<file path="src/rtl/wake_edge_pkg.sv">
// Package: shared constants and the bank address layout function.
// Assumes banks are numbered from 0 internally (bank 0 is the first bank).
package wake_edge_pkg;

    localparam int unsigned LINES_PER_BANK = 8;
    localparam int unsigned EARLY_BANKS    = 4;
    localparam int unsigned LATE_STRIDE    = 4;

    // Byte offset of internal bank index k inside one register kind's window.
    function automatic int unsigned bank_offset(input int unsigned k);
        if (k < EARLY_BANKS) begin
            return k;
        end
        return LATE_STRIDE * (k - (EARLY_BANKS - 1));
    endfunction

endpackage

</file>
<file path="src/rtl/wake_sync.sv">
// Module: multi-stage synchronizer for a vector of asynchronous lines.
// Assumes each bit is independent; no bus coherence is implied.
module wake_sync #(
    parameter int unsigned WIDTH  = 8,
    parameter int unsigned STAGES = 2
) (
    input  logic             clk,
    input  logic             rst_n,
    input  logic [WIDTH-1:0] async_i,
    output logic [WIDTH-1:0] sync_o
);
    logic [WIDTH-1:0] stage_q [STAGES];

    genvar s;
    generate
        for (s = 0; s < STAGES; s++) begin : g_stage
            // Purpose: shift the line values one flop further down the chain.
            always_ff @(posedge clk) begin
                if (!rst_n) begin
                    stage_q[s] <= '0;
                end else if (s == 0) begin
                    stage_q[s] <= async_i;
                end else begin
                    stage_q[s] <= stage_q[(s == 0) ? 0 : s - 1];
                end
            end
        end
    endgenerate

    assign sync_o = stage_q[STAGES-1];
endmodule

</file>
<file path="src/rtl/wake_addr_decode.sv">
// Module: turns a byte address into one-hot bank selects per register kind.
// Assumes the three register windows do not overlap (checked by assertion).
module wake_addr_decode
    import wake_edge_pkg::*;
#(
    parameter int unsigned NUM_BANKS = 8,
    parameter int unsigned ADDR_W    = 8,
    parameter int unsigned POL_BASE  = 'h00,
    parameter int unsigned DUAL_BASE = 'h40,
    parameter int unsigned STAT_BASE = 'h80
) (
    input  logic                 clk,
    input  logic                 rst_n,
    input  logic [ADDR_W-1:0]    addr_i,
    output logic [NUM_BANKS-1:0] pol_sel_o,
    output logic [NUM_BANKS-1:0] dual_sel_o,
    output logic [NUM_BANKS-1:0] stat_sel_o
);
    genvar k;
    generate
        for (k = 0; k < NUM_BANKS; k++) begin : g_bank
            localparam int unsigned OFS = bank_offset(k);
            // Purpose: compare the address against this bank's three registers.
            always_comb begin
                pol_sel_o[k]  = (addr_i == ADDR_W'(POL_BASE  + OFS));
                dual_sel_o[k] = (addr_i == ADDR_W'(DUAL_BASE + OFS));
                stat_sel_o[k] = (addr_i == ADDR_W'(STAT_BASE + OFS));
            end
        end
    endgenerate

    AST_ONE_TARGET: assert property (@(posedge clk) disable iff (!rst_n)
        $onehot0({pol_sel_o, dual_sel_o, stat_sel_o}));
endmodule

</file>
<file path="src/rtl/wake_bank.sv">
// Module: one bank of eight wake lines with polarity, dual-edge and
// write-1-to-clear status registers. Assumes writes are one-cycle strobes.
module wake_bank
    import wake_edge_pkg::*;
#(
    parameter int unsigned SYNC_STAGES = 2
) (
    input  logic                      clk,
    input  logic                      rst_n,
    input  logic [LINES_PER_BANK-1:0] line_i,
    input  logic                      pol_wr_i,
    input  logic                      dual_wr_i,
    input  logic                      stat_wr_i,
    input  logic [LINES_PER_BANK-1:0] wdata_i,
    output logic [LINES_PER_BANK-1:0] pol_o,
    output logic [LINES_PER_BANK-1:0] dual_o,
    output logic [LINES_PER_BANK-1:0] stat_o
);
    localparam int unsigned W = LINES_PER_BANK;

    logic [W-1:0] sync_s, prev_q, rise_s, fall_s, hit_s, clr_s;
    logic [W-1:0] pol_q, dual_q, stat_q;

    wake_sync #(.WIDTH(W), .STAGES(SYNC_STAGES)) u_sync (
        .clk     (clk),
        .rst_n   (rst_n),
        .async_i (line_i),
        .sync_o  (sync_s)
    );

    // Purpose: hold last cycle's synchronized value for edge comparison.
    always_ff @(posedge clk) begin
        if (!rst_n) prev_q <= '0;
        else        prev_q <= sync_s;
    end

    // Purpose: classify transitions and select the ones this bank wants.
    always_comb begin
        rise_s = sync_s & ~prev_q;
        fall_s = ~sync_s & prev_q;
        hit_s  = (rise_s & (~pol_q | dual_q)) | (fall_s & (pol_q | dual_q));
        clr_s  = stat_wr_i ? wdata_i : '0;
    end

    // Purpose: software-written edge configuration registers.
    always_ff @(posedge clk) begin
        if (!rst_n) begin
            pol_q  <= '0;
            dual_q <= '0;
        end else begin
            if (pol_wr_i)  pol_q  <= wdata_i;
            if (dual_wr_i) dual_q <= wdata_i;
        end
    end

    // Purpose: sticky status, new edges take priority over clears.
    always_ff @(posedge clk) begin
        if (!rst_n) stat_q <= '0;
        else        stat_q <= (stat_q & ~clr_s) | hit_s;
    end

    assign pol_o  = pol_q;
    assign dual_o = dual_q;
    assign stat_o = stat_q;

    AST_STICKY_HOLD: assert property (@(posedge clk) disable iff (!rst_n)
        1'b1 |=> ((($past(stat_q) & ~$past(clr_s)) & ~stat_q) == '0));
    AST_SET_WINS: assert property (@(posedge clk) disable iff (!rst_n)
        1'b1 |=> ((stat_q & $past(hit_s)) == $past(hit_s)));
    AST_CLEAR_TAKES: assert property (@(posedge clk) disable iff (!rst_n)
        1'b1 |=> ((stat_q & $past(clr_s) & ~$past(hit_s)) == '0));
    AST_NO_SPURIOUS: assert property (@(posedge clk) disable iff (!rst_n)
        1'b1 |=> (((stat_q & ~$past(stat_q)) & ~$past(hit_s)) == '0));
    AST_RISE_ONLY: assert property (@(posedge clk) disable iff (!rst_n)
        ((hit_s & ~pol_q & ~dual_q & fall_s) == '0));
endmodule

</file>
<file path="src/rtl/wake_edge_ctrl.sv">
// Module: top of the grouped wake edge controller. Instantiates one bank per
// group, the address decoder and the read-back mux. Assumes a single-cycle
// write strobe and a combinational read of the addressed register.
module wake_edge_ctrl
    import wake_edge_pkg::*;
#(
    parameter int unsigned NUM_BANKS   = 8,
    parameter int unsigned ADDR_W      = 8,
    parameter int unsigned SYNC_STAGES = 2,
    parameter int unsigned POL_BASE    = 'h00,
    parameter int unsigned DUAL_BASE   = 'h40,
    parameter int unsigned STAT_BASE   = 'h80
) (
    input  logic                                clk,
    input  logic                                rst_n,
    input  logic [NUM_BANKS*LINES_PER_BANK-1:0] line_in,
    input  logic                                bus_wr,
    input  logic [ADDR_W-1:0]                   bus_addr,
    input  logic [7:0]                          bus_wdata,
    output logic [7:0]                          bus_rdata,
    output logic [NUM_BANKS*LINES_PER_BANK-1:0] irq_out
);
    localparam int unsigned W = LINES_PER_BANK;

    logic [NUM_BANKS-1:0] pol_sel, dual_sel, stat_sel;
    logic [W-1:0]         pol_v  [NUM_BANKS];
    logic [W-1:0]         dual_v [NUM_BANKS];
    logic [W-1:0]         stat_v [NUM_BANKS];

    wake_addr_decode #(
        .NUM_BANKS (NUM_BANKS),
        .ADDR_W    (ADDR_W),
        .POL_BASE  (POL_BASE),
        .DUAL_BASE (DUAL_BASE),
        .STAT_BASE (STAT_BASE)
    ) u_dec (
        .clk        (clk),
        .rst_n      (rst_n),
        .addr_i     (bus_addr),
        .pol_sel_o  (pol_sel),
        .dual_sel_o (dual_sel),
        .stat_sel_o (stat_sel)
    );

    genvar k;
    generate
        for (k = 0; k < NUM_BANKS; k++) begin : g_bank
            wake_bank #(.SYNC_STAGES(SYNC_STAGES)) u_bank (
                .clk       (clk),
                .rst_n     (rst_n),
                .line_i    (line_in[k*W +: W]),
                .pol_wr_i  (bus_wr & pol_sel[k]),
                .dual_wr_i (bus_wr & dual_sel[k]),
                .stat_wr_i (bus_wr & stat_sel[k]),
                .wdata_i   (bus_wdata),
                .pol_o     (pol_v[k]),
                .dual_o    (dual_v[k]),
                .stat_o    (stat_v[k])
            );
            assign irq_out[k*W +: W] = stat_v[k];
        end
    endgenerate

    // Purpose: OR together the selected register; unmapped addresses give 0.
    always_comb begin
        bus_rdata = '0;
        for (int i = 0; i < NUM_BANKS; i++) begin
            bus_rdata |= ({W{pol_sel[i]}}  & pol_v[i])
                       | ({W{dual_sel[i]}} & dual_v[i])
                       | ({W{stat_sel[i]}} & stat_v[i]);
        end
    end

    AST_IRQ_QUIET_AFTER_RESET: assert property (@(posedge clk)
        !rst_n |=> (irq_out == '0));
    AST_READ_UNMAPPED_ZERO: assert property (@(posedge clk) disable iff (!rst_n)
        ((pol_sel | dual_sel | stat_sel) == '0) |-> (bus_rdata == 8'h00));
endmodule

</file>
<file path="config.mk">
export PLATFORM = sky130hd
export DESIGN_NAME = wake_edge_ctrl
export DESIGN_NICKNAME = d
export VERILOG_FILES = /design/src/rtl/wake_edge_pkg.sv /design/src/rtl/wake_sync.sv /design/src/rtl/wake_addr_decode.sv /design/src/rtl/wake_bank.sv /design/src/rtl/wake_edge_ctrl.sv
export SDC_FILE = /design/constraint.sdc
export NUM_CORES = 1
export LEC_CHECK = 0
export BUFFER_PORTS_ARGS = -buffer_cell sky130_fd_sc_hd__buf_2
export CELL_PAD_IN_SITES_DETAIL_PLACEMENT = 2
export CELL_PAD_IN_SITES_GLOBAL_PLACEMENT = 2
export CORE_UTILIZATION = 41
export DETAILED_ROUTE_END_ITERATION = 7
export PLACE_DENSITY_LB_ADDON = 0.1
export SYNTH_ARGS = -nofsm -noshare
export SYNTH_HDL_FRONTEND = slang
export SYNTH_HIERARCHICAL = 1
export SYNTH_SLANG_ARGS = --single-unit
export TNS_END_PERCENT = 50
</file>
<file path="constraint.sdc">
create_clock -name clk -period 5.6 [get_ports clk]
set_clock_uncertainty 0.15 [all_clocks]
set_input_delay 0.28 -clock clk [delete_from_list [all_inputs] [get_ports clk]]
set_output_delay 0.28 -clock clk [all_outputs]
set_load 0.03 [all_outputs]
</file>
Word level (Yosys, flattened, before mapping)
Memories as Yosys holds them, arrays and structs flattened.
Cells that the tools add are included.
- flip-flop bits (word level): 256
- bits in writable memories: 128
- output and inout bits: 72
- word-level logic and storage cells: 281
- memories: 8
- memory list (name ; words ; width ; rd ports ; clocked after memory_dff ; wr ports ; line ; source):
    g_bank[0].u_bank.u_sync.stage_q ; 2 ; 8 ; 2 ; 0 ; 2 ; wake_sync.sv:12 ; logic [WIDTH-1:0] stage_q [STAGES];
    g_bank[1].u_bank.u_sync.stage_q ; 2 ; 8 ; 2 ; 0 ; 2 ; wake_sync.sv:12 ;
    g_bank[2].u_bank.u_sync.stage_q ; 2 ; 8 ; 2 ; 0 ; 2 ; wake_sync.sv:12 ;
    g_bank[3].u_bank.u_sync.stage_q ; 2 ; 8 ; 2 ; 0 ; 2 ; wake_sync.sv:12 ;
    g_bank[4].u_bank.u_sync.stage_q ; 2 ; 8 ; 2 ; 0 ; 2 ; wake_sync.sv:12 ;
    g_bank[5].u_bank.u_sync.stage_q ; 2 ; 8 ; 2 ; 0 ; 2 ; wake_sync.sv:12 ;
    2 more memories ; - ; - ; - ; - ; - ; - ;
- eq/ne operators: 23
- mux-type cells: 26
- bitwise operators: 191
- reductions and logical operators: 1
- operators with widths (kind ; count):
    bitwise AND 8 bit ; 64
    OR 8 bit ; 55
    inverter 8 bit ; 32
    2-to-1 mux 8 bit ; 24
    equality test 8 x 7 -> 1 bit, second input constant ; 8
    equality test 8 bit, second input constant ; 8
    bitwise AND 1 bit ; 24
    equality test 8 x 2 -> 1 bit, second input constant ; 2
    equality test 8 x 4 -> 1 bit, second input constant ; 2
    OR 1 bit ; 16
    equality test 8 x 1 -> 1 bit, second input constant ; 1
    equality test 8 x 3 -> 1 bit, second input constant ; 1
    equality test 8 x 5 -> 1 bit, second input constant ; 1
    logical NOT 8 bit ; 1
    2-to-1 mux 1 bit ; 2

Longest topological paths before layout
Gate-level depths: netlist of run 1.
- depth after elaboration: 11
- mapped depth: 9

Hierarchy
Netlist of run 1, hierarchy kept.
- modules (own cells, without submodules) (module ; instances ; cells each ; area each (sq um) ; seq. area each (sq um)):
    wake_bank ; 8 ; 126 ; 1303.8 ; 640.6
    wake_sync ; 8 ; 33 ; 446.7 ; 320.3
    wake_edge_ctrl ; 1 ; 178 ; 1312.5 ; 0.0
    wake_addr_decode ; 1 ; 40 ; 231.5 ; 0.0

Worst setup path after synthesis of run 1
No wires, ideal clock.
- path kind: input port to output port
- start: input bus_addr[5]
- end: output bus_rdata[3]
- data arrival time: 1.812 ns
- required time: 5.170 ns
- path slack: 3.358 ns
- stages on the path: 7
- buffers on the path: 2
- cell sequence: or4b_2 -> clkbuf_1 -> nor2_1 -> buf_2 -> a22oi_1 -> nand4_1 -> or3_1
- elaborated cells on any way between the ends: 71
- those cells by class: eq/ne (23); bitwise (47); reduce/logical (1)
- RTL lines (element ; line ; source):
    start, declared ; wake_edge_ctrl.sv:18 ; input logic [ADDR_W-1:0] bus_addr,
    equality test 8 bit ; wake_addr_decode.sv:27 ; stat_sel_o[k] = (addr_i == ADDR_W'(STAT_BASE + OFS));
    via stat_sel[6] ; wake_edge_ctrl.sv:25 ; logic [NUM_BANKS-1:0] pol_sel, dual_sel, stat_sel;
    bitwise AND 8 bit ; wake_edge_ctrl.sv:70 ; | ({W{stat_sel[i]}} & stat_v[i]);
    OR 8 bit (3 in series) ; wake_edge_ctrl.sv:70 ;
    end, declared ; wake_edge_ctrl.sv:20 ; output logic [7:0] bus_rdata,
The timed path passes the listed nets, and every way through them passes these cells.

Worst setup path in the final report of run 1
- start: input bus_addr[1]
- end: output bus_rdata[7]
- elaborated cells on any way between the ends: 71
- those cells by class: eq/ne (23); bitwise (47); reduce/logical (1)
- RTL lines (element ; line):
    equality test 8 bit ; wake_addr_decode.sv:27
    via stat_sel[7] ; wake_edge_ctrl.sv:25
    bitwise AND 8 bit ; wake_edge_ctrl.sv:70
    OR 8 bit (2 in series) ; wake_edge_ctrl.sv:70
The timed path passes the listed nets, and every way through them passes these cells.

==> results of run 1 <==
==> layout by cell type, fill, tap and decap left out, types with 2 or more instances in the layout <==
| cell type | netlist | layout |
|---|---|---|
| bufinv_16 | 0 | 3 |
| or3_1 | 8 | 8 |
| or4_1 | 2 | 2 |
| buf_2 | 33 | 153 |
| or4b_2 | 5 | 5 |
| nor2b_1 | 128 | 128 |
| o21ai_1 | 64 | 64 |
| and2_2 | 137 | 137 |
| dfxtp_1 | 384 | 384 |
| clkbuf_16 | 0 | 45 |
| a21boi_1 | 40 | 40 |
| clkinv_2 | 0 | 3 |
| nand2_1 | 128 | 128 |
| diode_2 | 0 | 2 |
| dlygate4sd3_1 | 0 | 64 |
| a22oi_1 | 92 | 92 |
| xor2_1 | 128 | 128 |
| and2_1 | 79 | 79 |
| clkbuf_1 | 5 | 14 |
| a22oi_2 | 4 | 4 |
| mux2i_1 | 128 | 128 |
| clkbuf_8 | 0 | 9 |
| nand4_1 | 24 | 24 |
| nor2_1 | 21 | 21 |
| a21boi_2 | 24 | 24 |
==> power by group through the flow <==
stage | registers [mW] | logic (mW) | clock network, mW
2_1_floorplan | 2.90 | 0.140 | 0
3_3_place_gp | 2.91 | 0.249 | 0
3_5_place_dp | 2.91 | 0.257 | 0
4_1_cts | 2.85 | 0.296 | 2.87
5_1_grt | 2.85 | 0.322 | 2.99
6_report | 2.85 | 0.298 | 2.83
==> tightest hold or removal path: stages <==
cell	delay, ps
buf_2	310
nand2_1	140
nand2_1	50
a21boi_1	110
==> state kept, by name, summed over array words and instances, names as in the netlist <==
| signal | cells |
|---|---|
| g_bank.u_bank/prev_q | 64 |
| g_bank.u_bank/stat_o | 64 |
| g_bank.u_bank/u_sync/stage_q | 128 |
| g_bank.u_bank/dual_o | 64 |
| g_bank.u_bank/pol_o | 64 |
==> stage by stage <==
stage                     cells  instance area [sq um]  utilization [%]  power [mW]
after floorplan            1490                  15550                -       3.044
after global placement     2064                  16380            44.33       3.156
after detailed placement   2064                  16380            44.33       3.167
after CTS                  2201                  18420            49.83       6.020
after global routing       2202                  18420            49.84       6.164
final                      2203                  18420            49.85       5.977
==> cell type report <==
type | instances | area [sq um]
sequential | 384 | 7687
clock buffer | 67 | 1289
multi-input combinational | 1019 | 7256
clock inverter | 6 | 105.1
fill | 3760 | 18540
tap | 504 | 630.6
timing repair buffer | 220 | 1448
inverter | 1 | 3.754
antenna | 2 | 5.005
==> cell families after synthesis <==
| logic type | Yosys count | share of synthesized area [%] |
|---|---|---|
| AND/OR/NAND/NOR | 539 | 20.68 |
| multiplexers | 128 | 8.241 |
| XOR/XNOR | 128 | 7.211 |
| AO/OA/AOI/OAI | 224 | 10.49 |
| buffers and inverters | 87 | 3.927 |
| flip-flops | 384 | 49.44 |
==> per-layer routing <==
| layer | GRT usage, % | vias to the layer above | part of all wire (%) |
|---|---|---|---|
| li1 | - | 5339 | - |
| met1 | 37.14 | 5991 | 44 |
| met2 | 51.62 | 277 | 49 |
| met3 | 4.535 | 74 | 4.5 |
| met4 | 10.05 | 0 | 2.7 |
| met5 | 0 | - | 0 |
==> worst max path at each step <==
stage | slack [ps] | cells after the start | startpoint | to
2_1_floorplan | 3360 | 7 | bus_addr[5] | bus_rdata[3]
3_3_place_gp | 2240 | 7 | bus_addr[1] | bus_rdata[7]
3_5_place_dp | 2180 | 7 | bus_addr[1] | bus_rdata[1]
4_1_cts | 2150 | 7 | bus_addr[1] | bus_rdata[1]
5_1_grt | 2050 | 7 | bus_addr[1] | bus_rdata[7]
6_report | 2020 | 7 | bus_addr[1] | bus_rdata[7]
==> flow_summary_export.csv, run 1 <==
group,metric,value,unit
synthesis,synth_cells,1490,
place,place_hpwl,38910,um
floorplan,dieHeight,196.7,um
floorplan,rows,70,
synthesis,postSynthAreaPerCell,10.43,sq um
sta,fmax,279.6,MHz
pwr,pwr-share-comb,5.0,%
sta,final-max-slew-violation-count,0,
drt,routed_wl,57080,um
final_layout,area_growth,18.50,%
clock_tree,htreeDepth,2,
grt,grt_max_degree,207,
floorplan,initial_utilization,42.06,%
drt,vias_per_cell,5.302,
clock_tree,path_clk_slew,60,ps
worst_setup_path,cpPeakStageDelay,1140,ps
min_path,worstHoldEndpoint,"g_bank[3].u_bank/stat_o[7]$_SDFF_PN0_",
pwr,p_per_area,324.4,nW/um^2
clock_tree,cts_tree,"done",
synthesis,syn_area,15550,sq um
drt,wl_per_cell,25.91,um
min_path,hold_depth,4,
synthesis,ys_top_cells_by_area,"dfxtp_1 49%, mux2i_1 8.2%, xor2_1 7.2%, and2_2 6.6%, nor2b_1 5.2%",
worst_setup_path,critPathBufInv,2,
grt,grt_pass1_wl,83880,um
synthesis,synth_top_area_share,49.44,%
floorplan,core_area,36960,sq um
grt,grt_pass1_vias,12900,
sta,finalCritPeriodShare,63.87,%
final_layout,drive_above_1_share,22.86,%
place,port-buffer-count,154,
synthesis,yosysSeqAreaShare,49.44,%
sta,layout_setup_ws,2024,ps
synthesis,synth_top_area_cell,"dfxtp_1",
clock_tree,hold_buffers,64,
drt,drt-initial-drc-count,719,
synthesis,synth_fp_nets,1573,
worst_setup_path,r2r_start,"g_bank[3].u_bank/pol_o[5]$_SDFFE_PN0P_",
clock_tree,cts_setup_buffers,0,
floorplan,die_area,38700,sq um
pwr,netSwitchingFraction,22.22,%
synthesis,post-synth-top-count-cell,"dfxtp_1",
clock_tree,postCtsResizedCells,0,
sta,relSlewSlack,12.59,%
sta,hold_viol_final,0,
drt,via_count,11680,
pwr,leakage,7.398,nW
run_status,status,"complete, no violations",
clock_tree,cts_root_buffer,"clkbuf_16",
worst_setup_path,cp_data_required_time,5170,ps
worst_setup_path,ff2ff_path_depth,3,
grt,grt_antenna_before_repair,3,
pwr,sequentialPowerShare,47.7,%
synthesis,async_reset_ff_share,0,%
sta,hold_slack,212.7,ps
min_path,hp-start,"bus_wdata[7]",
floorplan,chipWidth,196.7,um
sta,tightestPinTransition,1308,ps
worst_setup_path,start_kind,"input pin",
worst_setup_path,end_kind,"primary output",
grt,grt_overflow,0,
sta,fin_setup_tns,0,ps
clock_tree,cts_buffers,42,
pwr,internal-power,4.649,mW
place,dp_slack,2178,ps
worst_setup_path,path_cells,"buf_2 -> or4_1 -> nor4b_2 -> a22oi_1 -> nand4_1 -> or3_1 -> buf_2",
worst_setup_path,crit_type,"input pin to primary output",
pwr,p_switching,1.328,mW
final_layout,fin_nets,1751,
worst_setup_path,cpMostUsedCell,"buf_2",
worst_setup_path,reg2reg_slack,4390,ps
clock_tree,worstSkewPairLatency,560,ps
floorplan,pin_count,155,
synthesis,synth_cell_types,29,
worst_setup_path,path_delay_family,"simple AND/OR/NAND/NOR gates",
synthesis,synth-main-ff-cell,"dfxtp_1",
drt,drcViolationCount,0,
synthesis,synth_edf_count,0,
clock_tree,cts_sinks,384,
grt,grt_util_all_layers,29.61,%
sta,rsz0062_at_grt,"false",
worst_setup_path,crit_fanout,9,
worst_setup_path,cp.arrival,3150,ps
drt,first_pass_iters,5,
sta,setup_viol,0,
synthesis,synth-seq-cells,384,
synthesis,ys_warn_count,6,
job,drv_cap,0,
pwr,p_clk_share,47.3,%
pwr,vdd_drop_max,203.9,uV
worst_setup_path,cp_slowest_cell,"nor4b_2",
place,gp_congestion,0.9363,
min_path,hold_path.class,"input pin to flip-flop",
worst_setup_path,r2r-end,"g_bank[3].u_bank/stat_o[5]$_SDFF_PN0_",
sta,period_minus_slack,3576,ps
clock_tree,clk_path_buf_depth,3,
synthesis,synth_common_cells,"384 x dfxtp_1, 137 x and2_2",
drt,ant_nets,0,
Note: power is estimated with default switching activity, not from simulation.
==> run 2, diff against run 1 <==
--- a/config.mk
+++ b/config.mk
@@ -8,7 +8,7 @@
 export BUFFER_PORTS_ARGS = -buffer_cell sky130_fd_sc_hd__buf_2
 export CELL_PAD_IN_SITES_DETAIL_PLACEMENT = 2
 export CELL_PAD_IN_SITES_GLOBAL_PLACEMENT = 2
-export CORE_UTILIZATION = 41
+export CORE_UTILIZATION = 35
 export DETAILED_ROUTE_END_ITERATION = 7
 export PLACE_DENSITY_LB_ADDON = 0.1
 export SYNTH_ARGS = -nofsm -noshare
==> constraint.sdc (replaced) <==
create_clock -name clk -period 2.99 [get_ports clk]
set_clock_uncertainty 0.15 [all_clocks]
set_input_delay 0.1495 -clock clk [delete_from_list [all_inputs] [get_ports clk]]
set_output_delay 0.1495 -clock clk [all_outputs]
set_load 0.03 [all_outputs]
==> run 2 against run 1 <==
Compared with the run above: via count increased by 0.80%; cell count increased by 5.4%; routed wire length decreased by 2.2%; sequential cell count unchanged; critical path type unchanged; first-iteration DRC count decreased by 12%; sequential share of layout area decreased by 0.92 points; critical path depth increased by 1; non-clock buffer count increased by 34.
==> flow_summary_export.csv, run 2 (same netlist as run 1, synthesis figures left out) <==
group,metric,value,unit
run_status,status,"complete, no violations",
clock_tree,cts_setup_buffers,0,
final_layout,top_register,"g_bank.u_bank/u_sync/stage_q",
drt,routed_wl,55820,um
worst_setup_path,cp.arrival,2290,ps
worst_setup_path,r2r-end,"g_bank[5].u_bank/stat_o[0]$_SDFF_PN0_",
sta,rsz0062_at_grt,"false",
final_layout,num-fill-cells,4626,
worst_setup_path,r2r_start,"g_bank[5].u_bank/pol_o[0]$_SDFFE_PN0P_",
clock_tree,hold_buffers,64,
pwr,p_per_area,596.2,nW/um^2
final_layout,stdcell_area,18840,sq um
worst_setup_path,cpPeakStageDelay,690,ps
final_layout,area_growth,21.17,%
sta,hold_viol_final,0,
worst_setup_path,crit_type,"input pin to primary output",
place,port-buffer-count,154,
floorplan,rows,76,
worst_setup_path,cp.depth,8,
drt,vias_per_cell,5.073,
clock_tree,cts_tree,"done",
drt,wl_per_cell,24.05,um
sta,fmax,385.9,MHz
sta,layout_setup_ws,399.0,ps
worst_setup_path,path_cells,"buf_2 -> or4_1 -> nor4b_2 -> buf_4 -> a22oi_1 -> nand4_1 -> or3_1 -> buf_2",
worst_setup_path,critPathBufInv,3,
place,dp_slack,480.3,ps
worst_setup_path,crit_fanout,9,
min_path,hold_path.class,"input pin to flip-flop",
clock_tree,path_clk_slew,60,ps
drt,first_pass_iters,4,
clock_tree,cts_root_buffer,"clkbuf_16",
floorplan,chipWidth,212.8,um
sta,hold_slack,89.79,ps
floorplan,die_area,45270,sq um
clock_tree,worstSkewPairLatency,570,ps
grt,grt_antenna_before_repair,0,
grt,grt_max_degree,110,
clock_tree,clk_path_buf_depth,3,
worst_setup_path,startpoint,"bus_addr[1]",
final_layout,num_antenna_cells,0,
clock_tree,cts_buffers,44,
worst_setup_path,ff2ff_path_depth,3,
clock_tree,htreeDepth,2,
sta,final-max-slew-violation-count,0,
grt,grt_pass1_vias,12470,
final_layout,drive_above_1_share,24.65,%
worst_setup_path,cpMostUsedCell,"buf_2",
sta,relSlewSlack,47.93,%
worst_setup_path,end_kind,"primary output",
worst_setup_path,cp_slowest_cell,"or4_1",
clock_tree,cts_sinks,384,
floorplan,pin_count,155,
pwr,vdd_drop_max,411.7,uV
floorplan,dieHeight,212.8,um
worst_setup_path,start_kind,"input pin",
final_layout,final_common_cell,"dfxtp_1",
place,place_hpwl,39810,um
place,gp_congestion,0.9170,
drt,drt-initial-drc-count,636,
place,place_area,16770,sq um
grt,grt_pass1_wl,83230,um
drt,via_count,11770,
worst_setup_path,crit_end,"bus_rdata[7]",
worst_setup_path,cp_data_required_time,2690,ps
worst_setup_path,reg2reg_slack,1830,ps
min_path,hp-start,"bus_wdata[7]",
sta,tightestPinTransition,781.1,ps
floorplan,core_area,43460,sq um
grt,grt_overflow,0,
final_layout,fin_nets,1787,
worst_setup_path,path_delay_family,"simple AND/OR/NAND/NOR gates",
grt,grt_util_all_layers,25.20,%
floorplan,initial_utilization,35.78,%
sta,finalCritPeriodShare,86.66,%
job,drv_cap,0,
sta,setup_viol,0,
sta,fin_setup_tns,0,ps
clock_tree,postCtsResizedCells,0,
drt,ant_nets,0,
drt,drcViolationCount,0,
final_layout,largest_register_ffs,128,
final_layout,layout_common_cells,"384 x dfxtp_1, 153 x buf_2, 137 x and2_2",
sta,period_minus_slack,2591,ps
pwr,leakage,7.612,nW
-- run 2: worst min-delay path by stage --
stage / endpoint / slack (ps) / cells past startpoint
2_1_floorplan: g_bank[0].u_bank/u_sync/stage_q[0][0]$_SDFF_PN0_ / 140 / 1
3_3_place_gp: g_bank[5].u_bank/u_sync/stage_q[0][7]$_SDFF_PN0_ / 220 / 2
3_5_place_dp: g_bank[3].u_bank/u_sync/stage_q[0][1]$_SDFF_PN0_ / 220 / 2
4_1_cts: g_bank[3].u_bank/dual_o[7]$_SDFFE_PN0P_ / 80 / 3
5_1_grt: g_bank[3].u_bank/dual_o[7]$_SDFFE_PN0P_ / 100 / 3
6_report: g_bank[3].u_bank/stat_o[7]$_SDFF_PN0_ / 90 / 4
-- run 2: through the flow --
stage / power [mW] / util [%] / instances
detailed placement: 5.951 / 38.60 / 2179
finish: 11.23 / 43.35 / 2321
global route: 11.64 / 43.35 / 2321
global placement: 5.934 / 38.60 / 2179
floorplan: 5.701 / - / 1490
CTS: 11.38 / 43.35 / 2321
-- run 2: layout make-up --
type / count / area (sq um) / area share, %
inverters: 1 / 3.754 / 0.01992
well taps: 585 / 732.0 / 3.885
clock buffers: 71 / 1364 / 7.239
multi-input cells: 1019 / 7249 / 38.48
repair buffers: 254 / 1740 / 9.238
clock inverters: 7 / 62.56 / 0.3321
flip-flops and latches: 384 / 7687 / 40.80
-- run 2: metal layers --
layer | wire length [um] | track usage, % | part of all wire [%] | vias up
li1 | - | - | - | 5426
met1 | 26560 | 34.22 | 48 | 6046
met2 | 26180 | 41.95 | 47 | 233
met3 | 1909 | 3.603 | 3.4 | 69
met4 | 1177 | 6.152 | 2.1 | 0
met5 | 0 | 0 | 0 | -
-- run 2: worst register-to-register path: cells and delay by family (launching register included) --
| kind | cells | cell delay [ps] |
|---|---|---|
| AO/OA/AOI/OAI | 2 | 210 |
| XOR/XNOR | 1 | 200 |
| flip-flops | 1 | 540 |
-- run 2: power by group --
| part | leakage (nW) | internal, mW | switching [mW] |
|---|---|---|---|
| Clock | 0.703 | 3.19 | 2.14 |
| Combinational | 3.78 | 0.277 | 0.287 |
| Sequential | 3.13 | 5.24 | 0.0947 |
| Total | 7.61 | 8.71 | 2.53 |
==> run 3, diff against run 2 <==
--- a/config.mk
+++ b/config.mk
@@ -10,6 +10,7 @@
 export CELL_PAD_IN_SITES_GLOBAL_PLACEMENT = 2
 export CORE_UTILIZATION = 35
 export DETAILED_ROUTE_END_ITERATION = 7
+export GPL_TIMING_DRIVEN = 0
 export PLACE_DENSITY_LB_ADDON = 0.1
 export SYNTH_ARGS = -nofsm -noshare
 export SYNTH_HDL_FRONTEND = slang
==> run 3 against run 2 <==
Compared with the run above: maximum frequency down 5.8%; non-clock buffer count is 52 higher; routed wire length grew 2.3%; first-iteration DRC count rose by 9.4%; sequential power hardly changed; combinational power increased by 6.4%; utilization is 1.0 points higher; cell count increased by 2.5%; via count rose by 1.7%.
==> flow_summary_export.csv, run 3 (same netlist as run 1, synthesis figures left out) <==
group,metric,value,unit
run_status,status,"complete, no violations",
grt,met3_usage,3.912,%
clock_tree,cts_sinks,384,
worst_setup_path,crit_fanout,9,
grt,grt_antenna_before_repair,3,
sta,rsz0062_at_grt,"false",
sta,period_minus_slack,2752,ps
pwr,pwr-share-comb,5.1,%
drt,via_count,11980,
floorplan,dieHeight,212.8,um
final_layout,fin_nets,1840,
clock_tree,cts_root_buffer,"clkbuf_16",
pwr,internal-power,9.020,mW
grt,grt_pass1_wl,84190,um
pwr,netSwitchingFraction,22.69,%
sta,layout_setup_ws,238.3,ps
sta,finalCritPeriodShare,92.03,%
drt,vias_per_cell,5.033,
place,port-buffer-count,154,
clock_tree,clk_path_buf_depth,3,
final_layout,drive_above_1_share,26.97,%
pwr,p_clk_share,49.1,%
clock_tree,path_clk_slew,60,ps
sta,relSlewSlack,44.13,%
pwr,leakage,7.904,nW
place,place_hpwl,40760,um
final_layout,top_register,"g_bank.u_bank/u_sync/stage_q",
final_layout,final_common_cell,"dfxtp_1",
final_layout,fin_util,44.36,%
floorplan,core_area,43460,sq um
job,drv_cap,0,
sta,hold_slack,105.5,ps
final_layout,area_growth,24.00,%
drt,drt-initial-drc-count,696,
grt,busiest_layer,"met2",
final_layout,largest_register_ffs,128,
clock_tree,cts_tree,"done",
clock_tree,cts_buffers,45,
pwr,p_per_area,605.2,nW/um^2
final_layout,num-fill-cells,4569,
grt,grt_overflow,0,
grt,grt_pass1_vias,12790,
worst_setup_path,start_kind,"input pin",
sta,fmax,363.4,MHz
floorplan,pin_count,155,
drt,ant_nets,0,
final_layout,multi_input_area,7249,sq um
final_layout,seqCellArea,7687,sq um
floorplan,rows,76,
worst_setup_path,cp_data_required_time,2690,ps
pwr,vdd_drop_max,364.0,uV
drt,first_pass_iters,6,
grt,met1_usage,33.45,%
pwr,sequentialPowerShare,45.7,%
drt,drcViolationCount,0,
clock_tree,worstSkewPairLatency,580,ps
floorplan,chipWidth,212.8,um
worst_setup_path,end_kind,"primary output",
grt,grt_max_degree,52,
place,gp_congestion,0.9095,
final_layout,layout_common_cells,"384 x dfxtp_1, 186 x buf_2, 137 x and2_2",
sta,final-max-slew-violation-count,0,
floorplan,die_area,45270,sq um
place,dp_slack,286.6,ps
grt,grt_util_all_layers,25.65,%
worst_setup_path,cp.arrival,2450,ps
grt,groute.layer.met2.usage,43.66,%
pwr,p_switching,2.647,mW
drt,wl_per_cell,24.00,um
drt,routed_wl,57110,um
min_path,hold_path.class,"input pin to flip-flop",
sta,fin_setup_tns,0,ps
floorplan,initial_utilization,35.78,%
sta,hold_viol_final,0,
sta,setup_viol,0,
sta,tightestPinTransition,838.1,ps
worst_setup_path,crit_type,"input pin to primary output",
clock_tree,htreeDepth,2,
## run 3: cell types whose count changed in the layout (fill, tap and decap cells not counted), sizes merged
cell         change
dlygate4sd3      +1
clkinvlp         +1
diode            +4
buf             +39
clkinv           +6
bufinv           +4
clkbuf           +4
## run 3: power by group through the flow
stage                     Sequential, mW  Combinational [mW]  Clock, mW
after detailed placement            5.45               0.532          0
after floorplan                     5.44               0.261          0
after CTS                           5.34               0.603       5.87
after global routing                5.35               0.652       6.06
final                               5.34               0.600       5.73
after global placement              5.44               0.518          0
## run 3: path summary, 6_finish.rpt
path / startpoint / endpoint / slack, ps / cells past startpoint
hold / removal: bus_wdata[4] / g_bank[7].u_bank/dual_o[4]$_SDFFE_PN0P_ / 110 / 3
setup reg to reg: g_bank[5].u_bank/pol_o[6]$_SDFFE_PN0P_ / g_bank[5].u_bank/stat_o[6]$_SDFF_PN0_ / 1820 / 3
hold reg to reg: g_bank[7].u_bank/u_sync/stage_q[0][4]$_SDFF_PN0_ / g_bank[7].u_bank/u_sync/stage_q[1][4]$_SDFF_PN0_ / 280 / 1
setup / recovery: bus_addr[5] / bus_rdata[6] / 240 / 9
## run 3: timing repair
action	4_1_cts	5_1_grt
buffers inserted	0	0
hold buffers	65	0
endpoints found under the hold margin	67	0
resized for setup	0	0
## run 3: final cells by class
cell class,count,area share (%)
inverters,1,0.01947
plain buffers,86,3.148
flip-flops and latches,384,39.88
well taps,585,3.797
multi-input cells,1019,37.60
clock buffers,63,6.815
repair buffers,220,7.529
clock inverters,18,1.162
diodes,4,0.05192
## run 3: per-layer routing
metal | wire length [um] | vias up | part of all wire (%)
li1 | - | 5549 | -
met1 | 26030 | 6098 | 46
met2 | 27320 | 257 | 48
met3 | 2457 | 74 | 4.3
met4 | 1309 | 0 | 2.3
met5 | 0 | - | 0
## run 3: critical path: stages
cell and delay (ps):
buf_2 140, or4b_2 670, clkbuf_1 240, nor2_1 190
buf_2 270, a22oi_1 230, nand4_1 160, or3_1 180
buf_2 220
## run 3: per-stage QoR
stage | cell area (sq um) | power, mW | std cells
4_1_cts | 19270 | 11.81 | 2376
5_1_grt | 19270 | 12.06 | 2377
3_3_place_gp | 17050 | 5.962 | 2229
3_5_place_dp | 17080 | 5.981 | 2230
6_report | 19280 | 11.67 | 2380
2_1_floorplan | 15550 | 5.701 | 1490
